<file path="src/rtl/sbe_pkg.sv">
package sbe_pkg;

  typedef enum logic [2:0] {
    OPC_REG_RD  = 3'd0,
    OPC_BUF_RD  = 3'd1,
    OPC_REG_WR  = 3'd2,
    OPC_BUF_WR  = 3'd3,
    OPC_BIT_SET = 3'd4,
    OPC_BIT_CLR = 3'd5,
    OPC_RSV     = 3'd6,
    OPC_RESET   = 3'd7
  } opc_e;

  typedef enum logic [1:0] {FR_BCLR, FR_BSET, FR_MAIN} frame_e;
  typedef enum logic [1:0] {ST_IDLE, ST_SETUP, ST_XFER, ST_GAP} state_e;

  localparam logic [4:0] CTRL_ADDR = 5'h1F;
  localparam logic [4:0] BUF_ADDR  = 5'h1A;
  localparam logic [7:0] BANK_MASK = 8'h03;

  function automatic logic is_banked(opc_e op);
    return (op == OPC_REG_RD) || (op == OPC_REG_WR) ||
           (op == OPC_BIT_SET) || (op == OPC_BIT_CLR);
  endfunction

  function automatic logic [7:0] cmd_byte(opc_e op, logic [4:0] addr);
    logic [4:0] a;
    case (op)
      OPC_BUF_RD, OPC_BUF_WR: a = BUF_ADDR;
      OPC_RSV, OPC_RESET:     a = 5'h1F;
      default:                a = addr;
    endcase
    return {op, a};
  endfunction

  // Byte placed on MOSI for a given frame and position.
  function automatic logic [7:0] wire_byte(frame_e fr, logic first, opc_e op,
                                           logic [4:0] addr, logic [1:0] bank,
                                           logic [7:0] wr, logic [7:0] strm);
    logic [7:0] b;
    case (fr)
      FR_BCLR: b = first ? {OPC_BIT_CLR, CTRL_ADDR} : BANK_MASK;
      FR_BSET: b = first ? {OPC_BIT_SET, CTRL_ADDR} : {6'd0, bank};
      default: begin
        if (first)                    b = cmd_byte(op, addr);
        else if (op == OPC_BUF_WR)    b = strm;
        else if (op == OPC_REG_RD ||
                 op == OPC_BUF_RD)    b = 8'h00;
        else                          b = wr;
      end
    endcase
    return b;
  endfunction

endpackage

</file>
<file path="src/rtl/sbe_byte_shifter.sv">
module sbe_byte_shifter #(
  parameter int unsigned HALF_DIV = 2
) (
  input  logic       clk,
  input  logic       rst_n,
  input  logic       start,
  input  logic [7:0] tx,
  input  logic       miso,
  output logic       sck,
  output logic       mosi,
  output logic       done,
  output logic [7:0] rx
);
  localparam int unsigned DW = (HALF_DIV > 1) ? $clog2(HALF_DIV) : 1;

  logic          active, phase;
  logic [DW-1:0] cnt;
  logic [2:0]    bitn;
  logic [7:0]    sh;

  logic phase_end, rise_ev;
  assign phase_end = active && (cnt == DW'(HALF_DIV - 1));
  assign rise_ev   = phase_end && !phase;

  always_ff @(posedge clk or negedge rst_n) begin
    if (!rst_n) begin
      active <= 1'b0;
      phase  <= 1'b0;
      cnt    <= '0;
      bitn   <= '0;
      sh     <= '0;
      rx     <= '0;
      done   <= 1'b0;
    end else begin
      done <= 1'b0;
      if (start) begin
        active <= 1'b1;
        phase  <= 1'b0;
        cnt    <= '0;
        bitn   <= '0;
        sh     <= tx;
      end else if (active) begin
        if (phase_end) begin
          cnt   <= '0;
          phase <= ~phase;
          if (rise_ev) begin
            rx <= {rx[6:0], miso};
          end else begin
            sh   <= {sh[6:0], 1'b0};
            bitn <= bitn + 3'd1;
            if (bitn == 3'd7) begin
              active <= 1'b0;
              done   <= 1'b1;
            end
          end
        end else begin
          cnt <= cnt + DW'(1);
        end
      end
    end
  end

  assign sck  = phase;
  assign mosi = sh[7];

  AST_MOSI_HOLD: assert property (@(posedge clk) disable iff (!rst_n)
    (sck && $past(sck)) |-> $stable(mosi));
  AST_NO_RESTART: assert property (@(posedge clk) disable iff (!rst_n)
    start |-> !active);

endmodule

</file>
<file path="src/rtl/sbe_bank_tracker.sv">
module sbe_bank_tracker import sbe_pkg::*; (
  input  logic       clk,
  input  logic       rst_n,
  input  opc_e       op,
  input  logic [1:0] bank_req,
  input  logic       force_sw,
  input  logic       commit_set,
  input  logic [1:0] commit_bank,
  input  logic       commit_clr,
  output logic [1:0] bank_q,
  output logic       need_switch
);
  always_comb need_switch = is_banked(op) && (force_sw || (bank_req != bank_q));

  always_ff @(posedge clk or negedge rst_n) begin
    if (!rst_n)          bank_q <= 2'd0;
    else if (commit_clr) bank_q <= 2'd0;
    else if (commit_set) bank_q <= commit_bank;
  end

  AST_ONE_COMMIT: assert property (@(posedge clk) disable iff (!rst_n)
    !(commit_set && commit_clr));

endmodule

</file>
<file path="src/rtl/spi_bank_engine.sv">
module spi_bank_engine import sbe_pkg::*; #(
  parameter int unsigned CLK_DIV      = 2,
  parameter int unsigned CS_SETUP_CYC = 25,
  parameter int unsigned LEN_W        = 8
) (
  input  logic             clk,
  input  logic             rst_n,
  input  logic             req_valid,
  input  logic [2:0]       req_op,
  input  logic [7:0]       req_desc,
  input  logic [7:0]       req_data,
  input  logic [LEN_W-1:0] req_len,
  input  logic             req_force_bank,
  input  logic [7:0]       stream_wdata,
  input  logic             spi_miso,
  output logic             busy,
  output logic             done,
  output logic [7:0]       rd_data,
  output logic             byte_stb,
  output logic             spi_sck,
  output logic             spi_mosi,
  output logic             spi_cs_n
);
  localparam int unsigned GAP_CYC = 2 * CLK_DIV;
  localparam int unsigned AGE_MAX = CS_SETUP_CYC + GAP_CYC;
  localparam int unsigned TW      = $clog2(AGE_MAX + 1);
  localparam int unsigned CNT_W   = LEN_W + 1;

  state_e           st;
  frame_e           fr;
  opc_e             op_q;
  logic [7:0]       desc_q, data_q;
  logic [LEN_W-1:0] len_q;
  logic [TW-1:0]    tmr;
  logic [CNT_W-1:0] bidx, last_idx;
  logic             sh_start, sh_done;
  logic [7:0]       sh_tx, sh_rx;
  logic [1:0]       bank_q;
  logic             need_switch, commit_set, commit_clr;
  logic             timer_hit_setup, timer_hit_gap;

  opc_e req_opc;
  assign req_opc = opc_e'(req_op);

  sbe_bank_tracker u_bank (
    .clk(clk), .rst_n(rst_n), .op(req_opc), .bank_req(req_desc[6:5]),
    .force_sw(req_force_bank), .commit_set(commit_set),
    .commit_bank(desc_q[6:5]), .commit_clr(commit_clr),
    .bank_q(bank_q), .need_switch(need_switch)
  );

  sbe_byte_shifter #(.HALF_DIV(CLK_DIV)) u_shift (
    .clk(clk), .rst_n(rst_n), .start(sh_start), .tx(sh_tx), .miso(spi_miso),
    .sck(spi_sck), .mosi(spi_mosi), .done(sh_done), .rx(sh_rx)
  );

  // Index of the final byte in the current frame.
  always_comb begin
    if (fr != FR_MAIN) last_idx = CNT_W'(1);
    else begin
      case (op_q)
        OPC_REG_RD:             last_idx = desc_q[7] ? CNT_W'(2) : CNT_W'(1);
        OPC_BUF_RD, OPC_BUF_WR: last_idx = CNT_W'(len_q);
        OPC_RSV, OPC_RESET:     last_idx = '0;
        default:                last_idx = CNT_W'(1);
      endcase
    end
  end

  assign timer_hit_setup = (tmr == TW'(CS_SETUP_CYC - 1));
  assign timer_hit_gap   = (tmr == TW'(GAP_CYC - 1));
  assign commit_set = (st == ST_GAP) && timer_hit_gap && (fr == FR_BSET);
  assign commit_clr = (st == ST_GAP) && timer_hit_gap && (fr == FR_MAIN) &&
                      (op_q == OPC_RESET);

  always_ff @(posedge clk or negedge rst_n) begin
    if (!rst_n) begin
      st <= ST_IDLE;  fr <= FR_MAIN;  op_q <= OPC_REG_RD;
      desc_q <= '0;  data_q <= '0;  len_q <= '0;  tmr <= '0;  bidx <= '0;
      sh_start <= 1'b0;  sh_tx <= '0;  spi_cs_n <= 1'b1;
      done <= 1'b0;  rd_data <= '0;  byte_stb <= 1'b0;
    end else begin
      sh_start <= 1'b0;
      done     <= 1'b0;
      byte_stb <= 1'b0;
      case (st)
        ST_IDLE: if (req_valid) begin
          op_q <= req_opc;  desc_q <= req_desc;  data_q <= req_data;  len_q <= req_len;
          fr <= need_switch ? FR_BCLR : FR_MAIN;
          st <= ST_SETUP;  tmr <= '0;  spi_cs_n <= 1'b0;
        end
        ST_SETUP: begin
          if (timer_hit_setup) begin
            st <= ST_XFER;  bidx <= '0;  sh_start <= 1'b1;
            sh_tx <= wire_byte(fr, 1'b1, op_q, desc_q[4:0], desc_q[6:5], data_q, stream_wdata);
          end else tmr <= tmr + TW'(1);
        end
        ST_XFER: if (sh_done) begin
          if (fr == FR_MAIN && bidx != '0) begin
            if (op_q == OPC_REG_RD && bidx == last_idx) rd_data <= sh_rx;
            if (op_q == OPC_BUF_RD) begin
              rd_data <= sh_rx;  byte_stb <= 1'b1;
            end
          end
          if (bidx == last_idx) begin
            spi_cs_n <= 1'b1;  st <= ST_GAP;  tmr <= '0;
          end else begin
            bidx <= bidx + CNT_W'(1);  sh_start <= 1'b1;
            sh_tx <= wire_byte(fr, 1'b0, op_q, desc_q[4:0], desc_q[6:5], data_q, stream_wdata);
            if (fr == FR_MAIN && op_q == OPC_BUF_WR) byte_stb <= 1'b1;
          end
        end
        ST_GAP: begin
          if (timer_hit_gap) begin
            tmr <= '0;
            if (fr == FR_MAIN) begin
              st <= ST_IDLE;  done <= 1'b1;
            end else begin
              fr <= (fr == FR_BCLR) ? FR_BSET : FR_MAIN;
              st <= ST_SETUP;  spi_cs_n <= 1'b0;
            end
          end else tmr <= tmr + TW'(1);
        end
        default: st <= ST_IDLE;
      endcase
    end
  end

  assign busy = (st != ST_IDLE);

  // Chip-select age counters, kept only for the timing assertions.
  logic [TW-1:0] cs_lo_age, cs_hi_age;
  always_ff @(posedge clk or negedge rst_n) begin
    if (!rst_n) begin
      cs_lo_age <= '0;
      cs_hi_age <= TW'(AGE_MAX);
    end else begin
      cs_lo_age <= spi_cs_n ? '0 : ((cs_lo_age == TW'(AGE_MAX)) ? cs_lo_age : cs_lo_age + TW'(1));
      cs_hi_age <= !spi_cs_n ? '0 : ((cs_hi_age == TW'(AGE_MAX)) ? cs_hi_age : cs_hi_age + TW'(1));
    end
  end

  AST_CS_SETUP: assert property (@(posedge clk) disable iff (!rst_n)
    $rose(spi_sck) |-> (cs_lo_age >= TW'(CS_SETUP_CYC)));
  AST_CS_GAP: assert property (@(posedge clk) disable iff (!rst_n)
    $fell(spi_cs_n) |-> (cs_hi_age >= TW'(GAP_CYC)));
  AST_SCK_IN_FRAME: assert property (@(posedge clk) disable iff (!rst_n)
    spi_sck |-> !spi_cs_n);
  AST_BANK_READY: assert property (@(posedge clk) disable iff (!rst_n)
    (st == ST_XFER && fr == FR_MAIN && is_banked(op_q)) |-> (bank_q == desc_q[6:5]));
  AST_DONE_PULSE: assert property (@(posedge clk) disable iff (!rst_n)
    done |=> !done);
  AST_DONE_AFTER_BUSY: assert property (@(posedge clk) disable iff (!rst_n)
    done |-> (!busy && $past(busy)));

endmodule

</file>
<file path="config.mk">
export PLATFORM = sky130hd
export DESIGN_NAME = spi_bank_engine
export DESIGN_NICKNAME = d
export VERILOG_FILES = /design/src/rtl/sbe_pkg.sv /design/src/rtl/sbe_byte_shifter.sv /design/src/rtl/sbe_bank_tracker.sv /design/src/rtl/spi_bank_engine.sv
export SDC_FILE = /design/constraint.sdc
export NUM_CORES = 1
export LEC_CHECK = 0
export ABC_AREA = 1
export BUFFER_PORTS_ARGS = -buffer_cell sky130_fd_sc_hd__buf_2
export CORE_ASPECT_RATIO = 0.75
export CORE_UTILIZATION = 33
export DETAILED_ROUTE_END_ITERATION = 8
export HOLD_SLACK_MARGIN = 0.05
export PLACE_DENSITY = 0.62
export SETUP_SLACK_MARGIN = 0.15
export SLEW_MARGIN = 40
export SYNTH_ARGS = -nofsm -noshare
export SYNTH_HDL_FRONTEND = slang
export SYNTH_SLANG_ARGS = --single-unit
export TNS_END_PERCENT = 1
</file>
<file path="constraint.sdc">
create_clock -name clk -period 1.9 [get_ports clk]
set_input_delay 0.285 -clock clk [delete_from_list [all_inputs] [get_ports clk]]
set_output_delay 0.285 -clock clk [all_outputs]
set_load 0.01 [all_outputs]
</file>
==> impl_metrics.toml, run 1 <==
[setup_path]
cpMostUsedCell = "nand2_1"
critPathKind = "register to register"
worst-r2r-cell-count = 12
cp_data_arrival_time_ns = 2.27
cp_cell_sequence = "inv_2 > nor2_4 > buf_4 > nand2_1 > nand2_1 > nand2_1 > nor2_2 > buf_6 > nand3_4 > clkbuf_16 > nand4_1 > nand2_1"
worstPathRequired_ns = 2.13
critPathSlowestCell = "dfstp_2"
endpoint_kind = "register"
cp_max_fo = 7
crit_path_start_kind = "register"
slowest_delay_ns = 0.59

[outcome]
outcome = "complete, but fails checks"
violations = "negative setup slack"

[clocking]
clk_path_buf_depth = 2
clk_latency_ns = 0.35
htree_levels = 3
clock-sinks = 90
clkTransAtPathRegs_ns = 0.06
numCtsBuffers = 9
cts_tree = "yes"
clockRootBuffer = "clkbuf_16"

[yosys]
synth-compound-area-share_pct = 9.53
synth_cell_types = 38
syn_inst = 565
post_synth_fa_ha_maj_area_fraction_pct = 2.93
ys.flop_type = "dfrtp_1"
synth-seq-cells = 90
synthMuxAreaShare_pct = 4.07
yosysWarnings = 0
syn_nets = 616
syn_avg_cell_area_sq_um = 8.32
synth-simple-area-share_pct = 27.4
synth_edf_count = 0
async_reset_ff_share_pct = 100
syn_area_sq_mm = 0.00470
synth_top_family_by_area = "simple AND/OR/NAND/NOR gates"
synth_xor_area_share_pct = 1.12
synth-seq-area-share_pct = 48.0

[route]
drt_iter0_drc = 286
drt-vias-per-instance = 5.05
vias = 4219
wl_met2_um = 5300
ant_nets = 0
firstDrtPassIters = 7
drcViolationCount = 0
wirelength_met1_um = 5710
highest_layer = "met4"
wire_per_inst_um = 14.2
wl_um = 11900
met3_length_um = 701

[global_route]
grt_max_degree = 45
antenna_found_initial = 0
grt_pass1_vias = 3973
track_usage_pct = 16.9
grt_pass1_wl_um = 19500
grt_overflow = 0

[finish]
final_common_cell = "nand2_1"
drive_gt1_share_pct = 25.7
stdcell_count = 836
final_area_sq_mm = 0.00592
antenna-diode-count = 0
area_growth_pct = 26.0
fin_nets = 708
fin_util_pct = 42.9
most-common-layout-cells = "nand2_1 (146), dfrtp_1 (87), inv_1 (54), buf_2 (52), nor2_1 (49)"

[pwr]
power_leakage_nw = 2.91
irDropWorstVdd_mv = 0.689
cellPowerDensity_mw_per_mm2 = 1510
power_mw = 8.92

[job]
cap_violations = 0

[sta]
period_share_pct = 107
setup_ws_ns = -0.140
hold_slack_ns = 0.155
skew_ns = 0.0138
finalHoldViolCount = 0
setup_tns_ns = -2.16
finalCriticalPeriod_ns = 2.04
worst_pin_slew_ns = 0.603
rsz0062_at_grt = "yes"
slew_headroom_pct = 59.8
fmax_ghz = 0.490
drv_slew = 0
finalSetupViolations = 29

[place]
pre_cts_ws_ns = -0.196
post-dp-hpwl_um = 8800
place_inst = 811
postPlaceCellArea_sq_mm = 0.00542
place.gp.congestion = 0.878
io_buffer_count = 53

[floorplanning]
initial_core_util_pct = 34.1
die_w_um = 140
io_pins = 54
die_area_sq_mm = 0.0147
core_area_sq_mm = 0.0138
rows = 37
die_h_um = 105

[hold_path]
hold_class = "input port to register"
min_path_cells = 3
-- layout make-up --
type | instances | area (sq um)
tap | 175 | 219
inverter | 57 | 214
clock buffer | 9 | 225
clock inverter | 6 | 90.1
fill | 1325 | 7870
sequential | 90 | 2260
timing repair buffer | 99 | 691
multi-input combinational | 400 | 2230
-- cell families (layout without fill, tap and decap cells) --
| logic type | after synthesis | count (layout) |
|---|---|---|
| AND/OR/NAND/NOR | 287 | 290 |
| buffers and inverters | 78 | 171 |
| AO/OA/AOI/OAI | 76 | 76 |
| flip-flops | 90 | 90 |
| multiplexers | 17 | 17 |
| adder cells (fa/ha/maj) | 11 | 11 |
| XOR/XNOR | 6 | 6 |
-- routing by layer --
metal	GRT usage (%)	vias up
met5	0	-
met4	4.16	0
met3	4.91	13
met2	25.5	114
met1	23.8	2024
li1	-	2068
-- critical path, delay by kind of cell (launching register included) --
kind / cells / cell delay, ns
buf+inv: 4 / 0.54
flops: 1 / 0.59
simple gates: 8 / 0.76
-- sequential cells by signal (all words and copies together), names as in the netlist, 2 cells and up --
name	count
u_shift.sh	8
op_q	3
len_q	8
u_shift.rx	8
desc_q	8
rd_data	8
sh_tx	8
st	2
u_shift.bitn	3
tmr	5
bidx	9
fr	2
u_bank.bank_q	2
data_q	8
-- final timing paths --
check                               from  slack, ns             to
worst min register to register  sh_tx[7]       0.48       sh_tx[7]
worst min-delay path            spi_miso       0.16  u_shift.rx[0]
worst max register to register     fr[1]      -0.14        bidx[5]
worst max-delay path               fr[1]      -0.14        bidx[5]
min in group asynchronous          rst_n       0.49  u_shift.sh[3]
max in group asynchronous          rst_n       0.79          fr[1]
-- synthesized netlist by cell type, types with 2 or more instances --
cell | number | area [sq um]
buf_6 | 3 | 33.8
xnor2_1 | 2 | 17.5
a31oi_1 | 8 | 50.1
clkbuf_1 | 12 | 45.0
buf_2 | 3 | 15.0
nand4_1 | 31 | 194
dfstp_2 | 2 | 52.6
buf_4 | 3 | 22.5
ha_1 | 11 | 138
nand2_2 | 3 | 18.8
o21ai_0 | 29 | 145
nand3_1 | 30 | 150
nand2_1 | 153 | 574
inv_2 | 3 | 11.3
o21ai_2 | 6 | 52.6
nor2_2 | 2 | 12.5
nor2_1 | 51 | 191
nor4_1 | 2 | 12.5
nor3_1 | 7 | 35.0
o31ai_1 | 2 | 15.0
inv_1 | 54 | 203
a21oi_1 | 21 | 105
nand3_4 | 2 | 35.0
a22o_1 | 4 | 35.0
mux2_2 | 17 | 191
xor2_1 | 4 | 35.0
nor3b_1 | 2 | 15.0
dfrtp_1 | 88 | 2200
-- where the power goes --
part	internal [mW]	total, mW	switching [mW]
Combinational	1.77	4.25	2.47
Sequential	2.39	2.78	0.389
Clock	1.15	1.89	0.737
-- timing repair --
| action | in CTS | in global routing |
|---|---|---|
| gates resized for setup | 11 | 12 |
| endpoints found under the setup margin | 37 | 47 |
| buffers inserted | 0 | 5 |
| cloned | 1 | 3 |
| hold buffers | 1 | 0 |
| hold endpoints to repair | 39 | 0 |
| pin swaps | 13 | 13 |
No activity file was read; power rests on OpenSTA's default activity.
==> run 2: changes to the inputs <==
--- a/config.mk
+++ b/config.mk
@@ -6,7 +6,7 @@
 export NUM_CORES = 1
 export LEC_CHECK = 0
 export ABC_AREA = 1
-export BUFFER_PORTS_ARGS = -buffer_cell sky130_fd_sc_hd__buf_2
+export BUFFER_PORTS_ARGS = -buffer_cell sky130_fd_sc_hd__buf_4
 export CORE_ASPECT_RATIO = 0.75
 export CORE_UTILIZATION = 33
 export DETAILED_ROUTE_END_ITERATION = 8
==> run 2 against run 1 <==
  * The run still ends with negative setup slack left
  * Count of clock-buffer cells in the layout is the same
  * Critical path type unchanged
  * Critical path depth is 1 lower
  * Fmax rose by 4.1%
  * Non-clock buffer count fell by 12
  * Core utilization up 0.44 points
  * Total power is 0.23% higher
  * Critical endpoint is now bidx[7]
  * Sequential share of layout area down 0.39 points
  * Die area is the same
  * Sequential cell count stayed put
  * Highest routed layer unchanged
  * Final cell count decreased by 1.2%
  * First-iteration DRC count decreased by 14%
  * Sequential power about the same
==> impl_metrics.toml, run 2 (synthesized netlist as in run 1, its figures left out) <==
[outcome]
outcome = "complete, but fails checks"
violations = "negative setup slack"

[place]
pre_cts_ws_ns = -0.146
place.gp.congestion = 0.839
io_buffer_count = 53
post-dp-hpwl_um = 8630

[global_route]
grt_overflow = 0
grt_max_degree = 37
grt_pass1_vias = 3992
track_usage_pct = 17.3
grt_pass1_wl_um = 20000
antenna_found_initial = 0

[setup_path]
critPathKind = "register to register"
endpoint_kind = "register"
regToRegSetupSlack_ns = -0.06
reg2reg_from = "fr[1]"
cp_data_arrival_time_ns = 2.20
r2r_end = "bidx[7]"
worstPathRequired_ns = 2.14
cp_max_fo = 7
crit_path_start_kind = "register"
worst-r2r-cell-count = 11

[sta]
finalHoldViolCount = 0
finalSetupViolations = 23
skew_ns = 0.00749
period_share_pct = 103
fmax_ghz = 0.510
rsz0062_at_grt = "yes"
setup_ws_ns = -0.0591
finalCriticalPeriod_ns = 1.96
slew_headroom_pct = 66.5
drv_slew = 0
worst_pin_slew_ns = 0.503
setup_tns_ns = -0.730

[floorplanning]
die_area_sq_mm = 0.0147
rows = 37
die_w_um = 140
die_h_um = 105
io_pins = 54
initial_core_util_pct = 34.1
core_area_sq_mm = 0.0138

[route]
firstDrtPassIters = 5
ant_nets = 0
wire_per_inst_um = 14.2
vias = 4134
drcViolationCount = 0
drt-vias-per-instance = 5.00
wl_um = 11800
drt_iter0_drc = 245

[hold_path]
min-delay-start = "req_len[6]"
min_path_cells = 2
hold_class = "input port to register"
whs_endpoint = "len_q[6]"

[clocking]
clock-sinks = 90
clockRootBuffer = "clkbuf_16"
numCtsBuffers = 9
htree_levels = 3
clk_path_buf_depth = 2
cts_tree = "yes"
clkTransAtPathRegs_ns = 0.07
clk_latency_ns = 0.35

[finish]
largest_register_ffs = 9
drive_gt1_share_pct = 24.3
most-common-layout-cells = "nand2_1 (146), dfrtp_1 (87), buf_4 (75), inv_1 (53), nor2_1 (50)"
top_register = "bidx"
n_fill_cell = 1357
fin_nets = 697
final_common_cell = "nand2_1"
antenna-diode-count = 0
area_growth_pct = 27.3

[pwr]
irDropWorstVdd_mv = 0.644
cellPowerDensity_mw_per_mm2 = 1490
power_leakage_nw = 2.88

[job]
cap_violations = 0
run 2: timing repair:
action / in CTS / in global routing
gates cloned: 4 / 0
setup buffers: 3 / 2
gates resized for setup: 9 / 11
hold endpoints to repair: 33 / 0
pin swaps: 2 / 9
endpoints found under the setup margin: 36 / 47
hold buffers: 1 / 0
run 2: critical path, stage by stage (launching register included):
cell     delay [ns]
dfstp_2        0.58
inv_2          0.06
nor2_4         0.19
nand4_1        0.11
nand2_1        0.08
nand3_1        0.08
nor2_2         0.18
buf_6          0.14
buf_12         0.10
nand3_2        0.13
nand4_1        0.12
nand2_1        0.06
run 2: routing by layer:
metal	up-vias	global-route usage (%)	share of wire, %
met1	1984	24.9	49
met2	100	26.3	45
met4	0	3.38	1.0
met5	-	0	0
li1	2043	-	-
met3	7	4.41	4.9
run 2: metrics by stage:
| step | hold WS (ns) | utilization [%] | instance area, sq um | std cells | total power, mW |
|---|---|---|---|---|---|
| final | 0.163 | 43.4 | 5980 | 826 | 8.94 |
| after CTS | 0.155 | 43.0 | 5930 | 824 | 8.68 |
| after detailed placement | 0.296 | 39.7 | 5480 | 800 | 6.42 |
| after floorplan | -0.0106 | - | 4710 | 565 | 5.14 |
| after global placement | 0.291 | 39.7 | 5480 | 800 | 6.33 |
| after global routing | 0.153 | 43.4 | 5980 | 826 | 9.58 |
run 2: layout make-up:
class,count,area [sq um],area share (%)
Inverter,57,214,3.58
Sequential cell,90,2260,37.7
Clock buffer,9,225,3.76
Timing Repair Buffer,87,758,12.7
Clock inverter,7,92.6,1.55
Multi-Input combinational cell,401,2220,37.1
Tap cell,175,219,3.66
run 2: power by group:
group	switching, mW	leakage (nW)	internal [mW]
logic	2.50	1.57	1.77
clock network	0.840	0.156	1.06
registers	0.381	1.16	2.39
total	3.72	2.88	5.22
run 2: worst max-delay path by stage:
stage,startpoint,endpoint,slack (ns),cells after the start
6_report,fr[1],bidx[7],-0.06,11
5_1_grt,fr[1],bidx[0],-0.19,11
4_1_cts,fr[1],bidx[2],0.009,11
3_5_place_dp,op_q[2],sh_tx[3],-0.15,12
3_3_place_gp,op_q[2],bidx[3],-0.05,12
2_1_floorplan,fr[1],rd_data[5],-0.0005,14
